**src/rtl/irq_vector_unit.sv**
```systemverilog
module irq_vector_unit #(
  parameter int NEV = 7,
  parameter int ADDR_W = 8,
  parameter int DATA_W = 16,
  parameter logic [ADDR_W-1:0] MASK_OFS = 8'h04,
  parameter logic [ADDR_W-1:0] STAT_OFS = 8'h08,
  parameter logic [ADDR_W-1:0] VEC_OFS  = 8'h28,
  parameter int RX_IDX = 3,
  parameter int TX_IDX = 4,
  parameter int RSF_BIT = 11,
  parameter int BUSY_BIT = 12
) (
  input  logic              clk,
  input  logic              rst_n,
  input  logic [NEV-1:0]    ev_i,
  input  logic              rx_pop_i,
  input  logic              tx_push_i,
  input  logic              bus_busy_i,
  input  logic              rx_shift_full_i,
  input  logic              reg_wr_i,
  input  logic              reg_rd_i,
  input  logic [ADDR_W-1:0] reg_addr_i,
  input  logic [DATA_W-1:0] reg_wdata_i,
  output logic [DATA_W-1:0] reg_rdata_o,
  output logic              irq_o
);
  localparam int CODE_W = $clog2(NEV + 1);

  logic [NEV-1:0]    pend, mask, act, win, w1c, vclr, dclr;
  logic [CODE_W-1:0] vec_code;
  logic              hit_mask, hit_stat, hit_vec;

  assign hit_mask = reg_addr_i == MASK_OFS;
  assign hit_stat = reg_addr_i == STAT_OFS;
  assign hit_vec  = reg_addr_i == VEC_OFS;

  assign act = pend & mask;
  assign win = act & (~act + 1'b1);

  always_comb begin
    vec_code = '0;
    for (int i = NEV - 1; i >= 0; i--)
      if (act[i]) vec_code = CODE_W'(i + 1);
  end

  assign w1c  = (reg_wr_i && hit_stat) ? reg_wdata_i[NEV-1:0] : '0;
  assign vclr = (reg_rd_i && hit_vec) ? win : '0;

  always_comb begin
    dclr = '0;
    dclr[RX_IDX] = rx_pop_i;
    dclr[TX_IDX] = tx_push_i;
  end

  always_ff @(posedge clk) begin
    if (!rst_n) begin
      pend <= '0;
      mask <= '0;
    end else begin
      pend <= (pend & ~(w1c | vclr | dclr)) | ev_i;
      if (reg_wr_i && hit_mask) mask <= reg_wdata_i[NEV-1:0];
    end
  end

  always_comb begin
    reg_rdata_o = '0;
    if (hit_mask) reg_rdata_o[NEV-1:0] = mask;
    else if (hit_stat) begin
      reg_rdata_o[NEV-1:0]  = pend;
      reg_rdata_o[RSF_BIT]  = rx_shift_full_i;
      reg_rdata_o[BUSY_BIT] = bus_busy_i;
    end else if (hit_vec) reg_rdata_o[CODE_W-1:0] = vec_code;
  end

  assign irq_o = |act;

  wire unused_ok = &{1'b0, reg_wdata_i[DATA_W-1:NEV]};
endmodule

```
**config.mk**
```make
export PLATFORM = sky130hd
export DESIGN_NAME = irq_vector_unit
export DESIGN_NICKNAME = d
export VERILOG_FILES = /design/src/rtl/irq_vector_unit.sv
export SDC_FILE = /design/constraint.sdc
export NUM_CORES = 1
export LEC_CHECK = 0
export BUFFER_PORTS_ARGS = -buffer_cell sky130_fd_sc_hd__buf_2
export CAP_MARGIN = 20
export CORE_ASPECT_RATIO = 1.2
export CORE_MARGIN = 5
export CORE_UTILIZATION = 40
export CTS_CLUSTER_DIAMETER = 40
export DETAILED_ROUTE_END_ITERATION = 10
export HOLD_SLACK_MARGIN = 0.12
export PLACE_DENSITY = 0.8
export SYNTH_ARGS = -nofsm -noshare
export SYNTH_HDL_FRONTEND = slang
export SYNTH_SLANG_ARGS = --single-unit
```
**constraint.sdc**
```tcl
create_clock -name clk -period 1.55 [get_ports clk]
set_input_delay 0.31 -clock clk [delete_from_list [all_inputs] [get_ports clk]]
set_output_delay 0.31 -clock clk [all_outputs]
set_load 0.03 [all_outputs]
```
==> results of run 1 <==
## power groups by stage
stage | clock network, mW | logic [mW] | registers (mW)
after global placement | 0 | 0.189 | 0.398
after floorplan | 0 | 0.110 | 0.398
after CTS | 0.275 | 0.218 | 0.395
final | 0.275 | 0.243 | 0.400
after detailed placement | 0 | 0.196 | 0.399
after global routing | 0.284 | 0.259 | 0.401
## per-layer routing
| metal | up-vias | global-route usage (%) | share of wire [%] |
|---|---|---|---|
| li1 | 630 | - | - |
| met1 | 660 | 24.2 | 37 |
| met2 | 71 | 37.9 | 52 |
| met3 | 22 | 3.13 | 5.6 |
| met4 | 0 | 8.99 | 4.6 |
| met5 | - | 0 | 0 |
## final timing paths
path,startpoint,end,slack [ns],cells past startpoint
hold reg to reg,pend[6],pend[6],0.56,2
hold / removal,ev_i[1],pend[1],0.21,3
setup reg to reg,pend[0],pend[5],0.10,6
setup / recovery,pend[4],reg_rdata_o[1],-0.28,5
## timing repair
action | in CTS | in global routing
pin swaps | 12 | 11
buffers inserted | 7 | 5
gates cloned | 1 | 0
setup endpoints to repair | 10 | 10
resized for setup | 38 | 22
## critical path, stage by stage (launching register included)
cell and delay [ns]:
dfxtp_2 0.33, a22o_4 0.26, a21oi_2 0.13, o211ai_1 0.16, a21oi_4 0.19, buf_6 0.15
## area by class of cell
class	instances	area (um2)
sequential	14	290
multi-input combinational	108	887
clock buffer	4	36.3
tap	33	41.3
timing repair buffer	78	578
inverter	1	3.75
fill	171	691
## flip-flops by register name, indices dropped and copies added, names as in the netlist
name	cells
pend	7
mask	7
## cells by family after synthesis
logic type | after synthesis | share of synthesized area (%)
AND/OR/NAND/NOR | 59 | 33.5
multiplexers | 7 | 6.66
other | 1 | 0.356
flip-flops | 14 | 26.6
AO/OA/AOI/OAI | 35 | 24.9
buffers and inverters | 14 | 7.97
## layout by cell type (no fill, tap or decap), types with 2 or more instances in the layout
cell | Yosys | final
a21oi_4 | 0 | 2
a22o_1 | 7 | 5
a22o_4 | 0 | 2
a22oi_1 | 6 | 2
a22oi_2 | 0 | 4
a41oi_1 | 3 | 3
and2_1 | 2 | 2
buf_2 | 1 | 27
buf_4 | 8 | 37
buf_6 | 0 | 12
buf_8 | 0 | 2
clkbuf_4 | 0 | 3
conb_1 | 1 | 7
dfxtp_1 | 14 | 6
dfxtp_2 | 0 | 8
mux2i_1 | 7 | 7
nand2_1 | 15 | 13
nand2_2 | 0 | 2
nand3_1 | 7 | 6
nand3b_1 | 2 | 2
nand4_1 | 4 | 4
nor2_1 | 6 | 4
nor2_2 | 0 | 2
nor2b_1 | 9 | 7
nor3_1 | 3 | 3
nor3b_4 | 0 | 2
o211ai_1 | 4 | 4
o21ai_1 | 3 | 3
==> results_dict.tcl, run 1 <==
set metrics [dict create \
    vias 1383 \
    start_kind "flop" \
    syn_area_um2 1050 \
    synth-edff-count 0 \
    grt-ovfl-total 0 \
    place_ws_ns -0.196 \
    placed_cells 222 \
    async_reset_ff_share_pct 0 \
    ant_nets 0 \
    yosysTopAreaCellShare_pct 26.6 \
    ios 56 \
    antenna_found_initial 0 \
    cp.arrival_ns 1.52 \
    dieWidth_um 56.8 \
    crit_path_max_fanout 3 \
    finalMaxSlewViolations 0 \
    avgSynthCellArea_um2 8.09 \
    violations "setup timing" \
    fin_setup_tns_ns -0.991 \
    clock_skew_ns 0.00299 \
    ys_seq_elements 14 \
    fp.dieH_um 66.2 \
    postCtsHoldBufs 0 \
    crit_required_ns 1.24 \
    grt_usage_pct 20.9 \
    drc_errors 0 \
    leakagePower_nw 0.803 \
    hold_viol 0 \
    fin_area_um2 1840 \
    htreeDepth 1 \
    grt_max_degree 21 \
    coreArea_um2 2530 \
    fin_crit_ns 1.83 \
    grt_pass1_wl_um 6110 \
    netSwitchingPower_mw 0.281 \
    path_clk_slew_ns 0.09 \
    dp_hpwl_um 2620 \
    cts_buffers 3 \
    grt_pass1_vias 1302 \
    synthCells 130 \
    period_share_pct 118 \
    clock-sinks 14 \
    synth.distinct_cells 38 \
    synthTopCellsByCount "nand2_1 (15), dfxtp_1 (14), nor2b_1 (9)" \
    first_pass_iters 4 \
    die_area_um2 3760 \
    hp-class "primary input to flop" \
    drive_gt1_share_pct 59.0 \
    post-route-util_pct 72.7 \
    swShare_pct 30.6 \
    setup_violations 7 \
    final_net_count 245 \
    drt_iter0_drc 62 \
    max_freq_mhz 545 \
    synth.most_common_cell "nand2_1" \
    initial_core_util_pct 41.6 \
    gp_congestion 0.837 \
    outcome "finished, violations left" \
    cts_tree "yes" \
    cts_buffer_depth 2 \
    post_drt_wl_per_cell_um 17.7 \
    worst_hold_slack_ns 0.213 \
    drv_cap 0 \
    diodes 0 \
    peakVddDrop_mv 0.436 \
    stdcell_count 238 \
    internal-power_mw 0.637 \
    yosys-top-cells-area "dfxtp_1 (27%), mux2i_1 (6.7%), a22o_1 (5.8%)" \
    power_mw 0.918 \
    ys.warnings.count 0 \
    vias_per_cell 5.81 \
    pwr-share-comb_pct 26.4 \
    worstSetupEndpointType "output pin" \
    ys_seq_area_share_pct 26.6 \
    cts-root-buf "clkbuf_4" \
    ys.flop_type "dfxtp_1" \
    place_area_um2 1510 \
    clk_latency_ns 0.29 \
    syn_to_final_growth_pct 74.6 \
    criticalPathCategory "flop to output pin" \
    portBuffers 39 \
    drt_wl_total_um 4220 \
    row_count 20 \
    seq_power_share_pct 43.6 \
    p_per_area_nw_per_um2 500 \
    p_clk_share_pct 29.9 \
    setup_ws_ns -0.284 \
    synth_top_area_cell "dfxtp_1" \
    rsz0062_at_grt "true" \
]
Power figures use the tool's default switching activity.
==> inputs of run 2 (changes only) <==
BUFFER_PORTS_ARGS = unset   (was -buffer_cell sky130_fd_sc_hd__buf_2)
DONT_BUFFER_PORTS = 1   (was unset)
PLACE_DENSITY = 0.61   (was 0.8)
==> results_dict.tcl, run 2 (synthesis results as in run 1) <==
set metrics [dict create \
    outcome "finished, violations left" \
    violations "setup timing" \
    netSwitchingPower_mw 0.230 \
    clk_latency_ns 0.30 \
    vias_per_cell 5.72 \
    swShare_pct 28.1 \
    syn_to_final_growth_pct 45.3 \
    row_count 20 \
    dr_wl_met3_um 217 \
    place_ws_ns -0.136 \
    cp_num_buf_inv 1 \
    antenna_found_initial 0 \
    criticalPathCategory "flop to output pin" \
    grt_usage_pct 18.9 \
    crit_required_ns 1.24 \
    portBuffers 0 \
    diodes 0 \
    setup_ws_ns -0.273 \
    cts-root-buf "clkbuf_4" \
    reg_top3 "mask (7), pend (7)" \
    hp-class "primary input to flop" \
    drt_wl_total_um 3450 \
    cts_buffer_depth 2 \
    crit_start "pend[4]" \
    cts_buffers 3 \
    clock_skew_ns 0.00433 \
    cpPeakStageDelay_ns 0.34 \
    crit_path_max_fanout 3 \
    first_pass_iters 4 \
    grt_pass1_vias 1217 \
    dp_hpwl_um 2550 \
    grt-ovfl-total 0 \
    r2r-start "mask[0]" \
    p_per_area_nw_per_um2 537 \
    cp.arrival_ns 1.51 \
    min_from "ev_i[6]" \
    final_net_count 205 \
    die_area_um2 3760 \
    drv_cap 0 \
    grt_pass1_wl_um 5570 \
    final_common_cell "buf_4" \
    power_mw 0.821 \
    wl_met1_um 1310 \
    reg2reg_setup_slack_ns -0.13 \
    setup_violations 7 \
    slowest_stage "dfxtp_2" \
    p_clk_share_pct 33.8 \
    leakagePower_nw 0.619 \
    post_drt_wl_per_cell_um 17.4 \
    clock-sinks 14 \
    stdcell_count 198 \
    path_cells "a22o_4 -> nand2b_4 -> a21oi_4 -> o32ai_2 -> buf_4" \
    fin_crit_ns 1.82 \
    coreArea_um2 2530 \
    cts_tree "yes" \
    max_freq_mhz 548 \
    ios 56 \
    path_clk_slew_ns 0.09 \
    fp.dieH_um 66.2 \
    gp_congestion 0.846 \
    period_share_pct 118 \
    rsz0062_at_grt "true" \
    layout_common_cells "buf_4 (35), nand2_1 (13), nor2b_1 (9)" \
    grt_max_degree 21 \
    seq_power_share_pct 47.8 \
    initial_core_util_pct 41.6 \
    drc_errors 0 \
    drt_iter0_drc 28 \
    placed_cells 186 \
    drive_gt1_share_pct 46.1 \
    wl_met2_um 1840 \
    dieWidth_um 56.8 \
    pwr-share-comb_pct 18.4 \
    start_kind "flop" \
    peakVddDrop_mv 0.372 \
    vias 1133 \
    worstSetupEndpointType "output pin" \
    htreeDepth 1 \
    fin_area_um2 1530 \
    internal-power_mw 0.591 \
    cp_top_family "compound AO/OA/AOI/OAI gates" \
    post-route-util_pct 60.5 \
    place_area_um2 1330 \
    top_layer_used "met4" \
    ant_nets 0 \
    finalMaxSlewViolations 0 \
    hold_viol 0 \
]
-- run 2: changes by cell type in the layout (fill, tap and decap cells not counted), moves of 2 or more --
| cell | previous run | this run |
|---|---|---|
| buf_4 | 37 | 35 |
| nor2b_1 | 7 | 9 |
| a22oi_1 | 2 | 5 |
| a22oi_2 | 4 | 1 |
| buf_6 | 12 | 3 |
| buf_8 | 2 | 0 |
| buf_2 | 27 | 0 |
-- run 2: layer usage --
metal,global-route usage [%],vias up
met3,4.30,7
met5,0,-
met1,20.0,534
met2,34.5,44
met4,10.1,0
li1,-,548
-- run 2: repair_timing --
action | 4_1_cts | 5_1_grt
resized for setup | 25 | 3
hold endpoints to repair | 0 | 0
setup endpoints to repair | 8 | 10
hold buffers | 0 | 0
pin swaps | 9 | 5
buffers inserted | 7 | 2
-- run 2: final cells by class --
cell class | count | area (um2)
fillers | 224 | 998
multi-input cells | 108 | 857
repair buffers | 38 | 297
flip-flops and latches | 14 | 294
well taps | 33 | 41.3
clock buffers | 4 | 36.3
inverters | 1 | 3.75
-- run 2: metrics by stage --
| stage | hold slack, ns | TNS, ns |
|---|---|---|
| floorplan | 0.425 | -0.399 |
| global placement | 0.432 | -0.105 |
| detailed placement | 0.440 | -0.416 |
| CTS | 0.135 | -0.895 |
| global route | 0.135 | -1.46 |
| finish | 0.133 | -1.04 |
-- run 2: worst paths after layout --
check                   endpoint  cells after the start
setup / recovery  reg_rdata_o[2]                      5
hold / removal           pend[6]                      2
hold reg to reg          pend[1]                      2
setup reg to reg         pend[5]                      8
-- run 2: power by group through the flow --
stage	registers (mW)	logic, mW	clock network, mW
2_1_floorplan	0.398	0.110	0
3_3_place_gp	0.396	0.126	0
3_5_place_dp	0.397	0.129	0
4_1_cts	0.391	0.143	0.276
5_1_grt	0.395	0.162	0.294
6_report	0.393	0.151	0.278
==> inputs of run 3 (changes only) <==
CORE_MARGIN = 2   (was 5)
GPL_TIMING_DRIVEN = 0   (was unset)
==> results_dict.tcl, run 3 (synthesis results as in run 1) <==
set metrics [dict create \
    outcome "finished, violations left" \
    violations "setup timing" \
    path_clk_slew_ns 0.09 \
    reg2reg_depth 6 \
    dieWidth_um 50.8 \
    gp_congestion 0.856 \
    drc_errors 0 \
    ios 56 \
    grt-ovfl-total 0 \
    start_kind "flop" \
    final_common_cell "buf_4" \
    ant_nets 0 \
    placed_cells 169 \
    period_share_pct 114 \
    r2r-start "mask[0]" \
    worst_r2r_endpoint "pend[5]" \
    row_count 20 \
    leakagePower_nw 0.608 \
    holdPathStages 2 \
    fp.dieH_um 60.2 \
    first_pass_iters 4 \
    cts_buffer_depth 2 \
    drive_gt1_share_pct 45.6 \
    setup_violations 4 \
    grt_pass1_wl_um 5350 \
    rsz0062_at_grt "true" \
    post_drt_wl_per_cell_um 17.2 \
    coreArea_um2 2530 \
    clock_skew_ns 0.00371 \
    crit_path_max_fanout 2 \
    finalMaxSlewViolations 0 \
    min_from "ev_i[6]" \
    htreeDepth 1 \
    max_freq_mhz 563 \
    clock-sinks 14 \
    cp.arrival_ns 1.46 \
    drt_iter0_drc 37 \
    clk_latency_ns 0.29 \
    syn_to_final_growth_pct 48.4 \
    fin_crit_ns 1.77 \
    reg2reg_setup_slack_ns 0.13 \
    p_per_area_nw_per_um2 541 \
    grt_pass1_vias 1143 \
    post-route-util_pct 61.8 \
    dp_hpwl_um 2250 \
    cts_tree "yes" \
    nFillCells 205 \
    stdcell_count 191 \
    layout_common_cells "buf_4 (23), nand2_1 (12), nor2b_1 (8)" \
    hold_viol 0 \
    postCtsHoldBufs 0 \
    worst_hold_slack_ns 0.133 \
    final_net_count 198 \
    peakVddDrop_mv 0.399 \
    drt_wl_total_um 3280 \
    vias_per_cell 5.92 \
    antenna_found_initial 0 \
    setup_ws_ns -0.225 \
    power_mw 0.845 \
    reg_top3 "mask (7), pend (7)" \
    diodes 0 \
    die_area_um2 3060 \
    crit_required_ns 1.24 \
    hp-class "primary input to flop" \
    cts-root-buf "clkbuf_4" \
    portBuffers 0 \
    grt_max_degree 11 \
    grt_usage_pct 23.4 \
    worstSetupEndpointType "output pin" \
    vias 1130 \
    cts_buffers 3 \
    criticalPathCategory "flop to output pin" \
    holdPathEnd "pend[6]" \
    initial_core_util_pct 41.6 \
    drv_cap 0 \
]
## run 3: cell count changes in the layout (fill, tap and decap cells not counted), sizes merged
cell    previous run  this run
clkbuf             4         8
buf               38        27
## run 3: cell type report
class                   count  area (um2)  area share [%]
clock buffers               4        36.3            2.32
flip-flops and latches     14         300            19.2
well taps                  33        41.3            2.64
multi-input cells         108         933            59.8
repair buffers             18         151            9.70
plain buffers              13        95.1            6.09
inverters                   1        3.75           0.240
## run 3: how the worst max path moves through the flow
stage	from	to	slack [ns]	cells past startpoint
after floorplan	reg_addr_i[1]	reg_rdata_o[3]	-0.08	3
after global routing	mask[4]	reg_rdata_o[2]	-0.29	4
after global placement	reg_addr_i[1]	reg_rdata_o[5]	-0.23	3
after CTS	pend[0]	reg_rdata_o[2]	-0.25	3
after detailed placement	reg_addr_i[1]	reg_rdata_o[5]	-0.24	3
final	mask[0]	reg_rdata_o[2]	-0.22	3
## run 3: timing repair
action,CTS,global route
setup buffers,12,6
pin swaps,10,10
endpoints found under the setup margin,10,7
resized for setup,41,7
## run 3: critical path, cell delays in order (launching register included)
cell and delay, ns:
dfxtp_4 0.36, a21boi_2 0.14, nand4_1 0.19, o32ai_4 0.48
## run 3: stage by stage
step / setup slack (ns) / area [um2] / setup TNS [ns]
finish: -0.225 / 1560 / -0.669
global route: -0.294 / 1560 / -0.889
CTS: -0.255 / 1470 / -0.625
detailed placement: -0.242 / 1190 / -1.77
global placement: -0.234 / 1190 / -1.63
floorplan: -0.0805 / 1150 / -0.399
## run 3: layer usage
metal | global-route usage, % | share of wire (%) | vias to the layer above
li1 | - | - | 536
met1 | 28.0 | 39 | 533
met2 | 39.5 | 51 | 50
met3 | 4.25 | 6.6 | 11
met4 | 13.1 | 3.3 | 0
met5 | 0 | 0 | -
## run 3: where the power goes
| group | switching, mW | internal (mW) |
|---|---|---|
| logic | 0.0930 | 0.0805 |
| clock network | 0.133 | 0.143 |
| registers | 0.0214 | 0.374 |
| total | 0.247 | 0.598 |
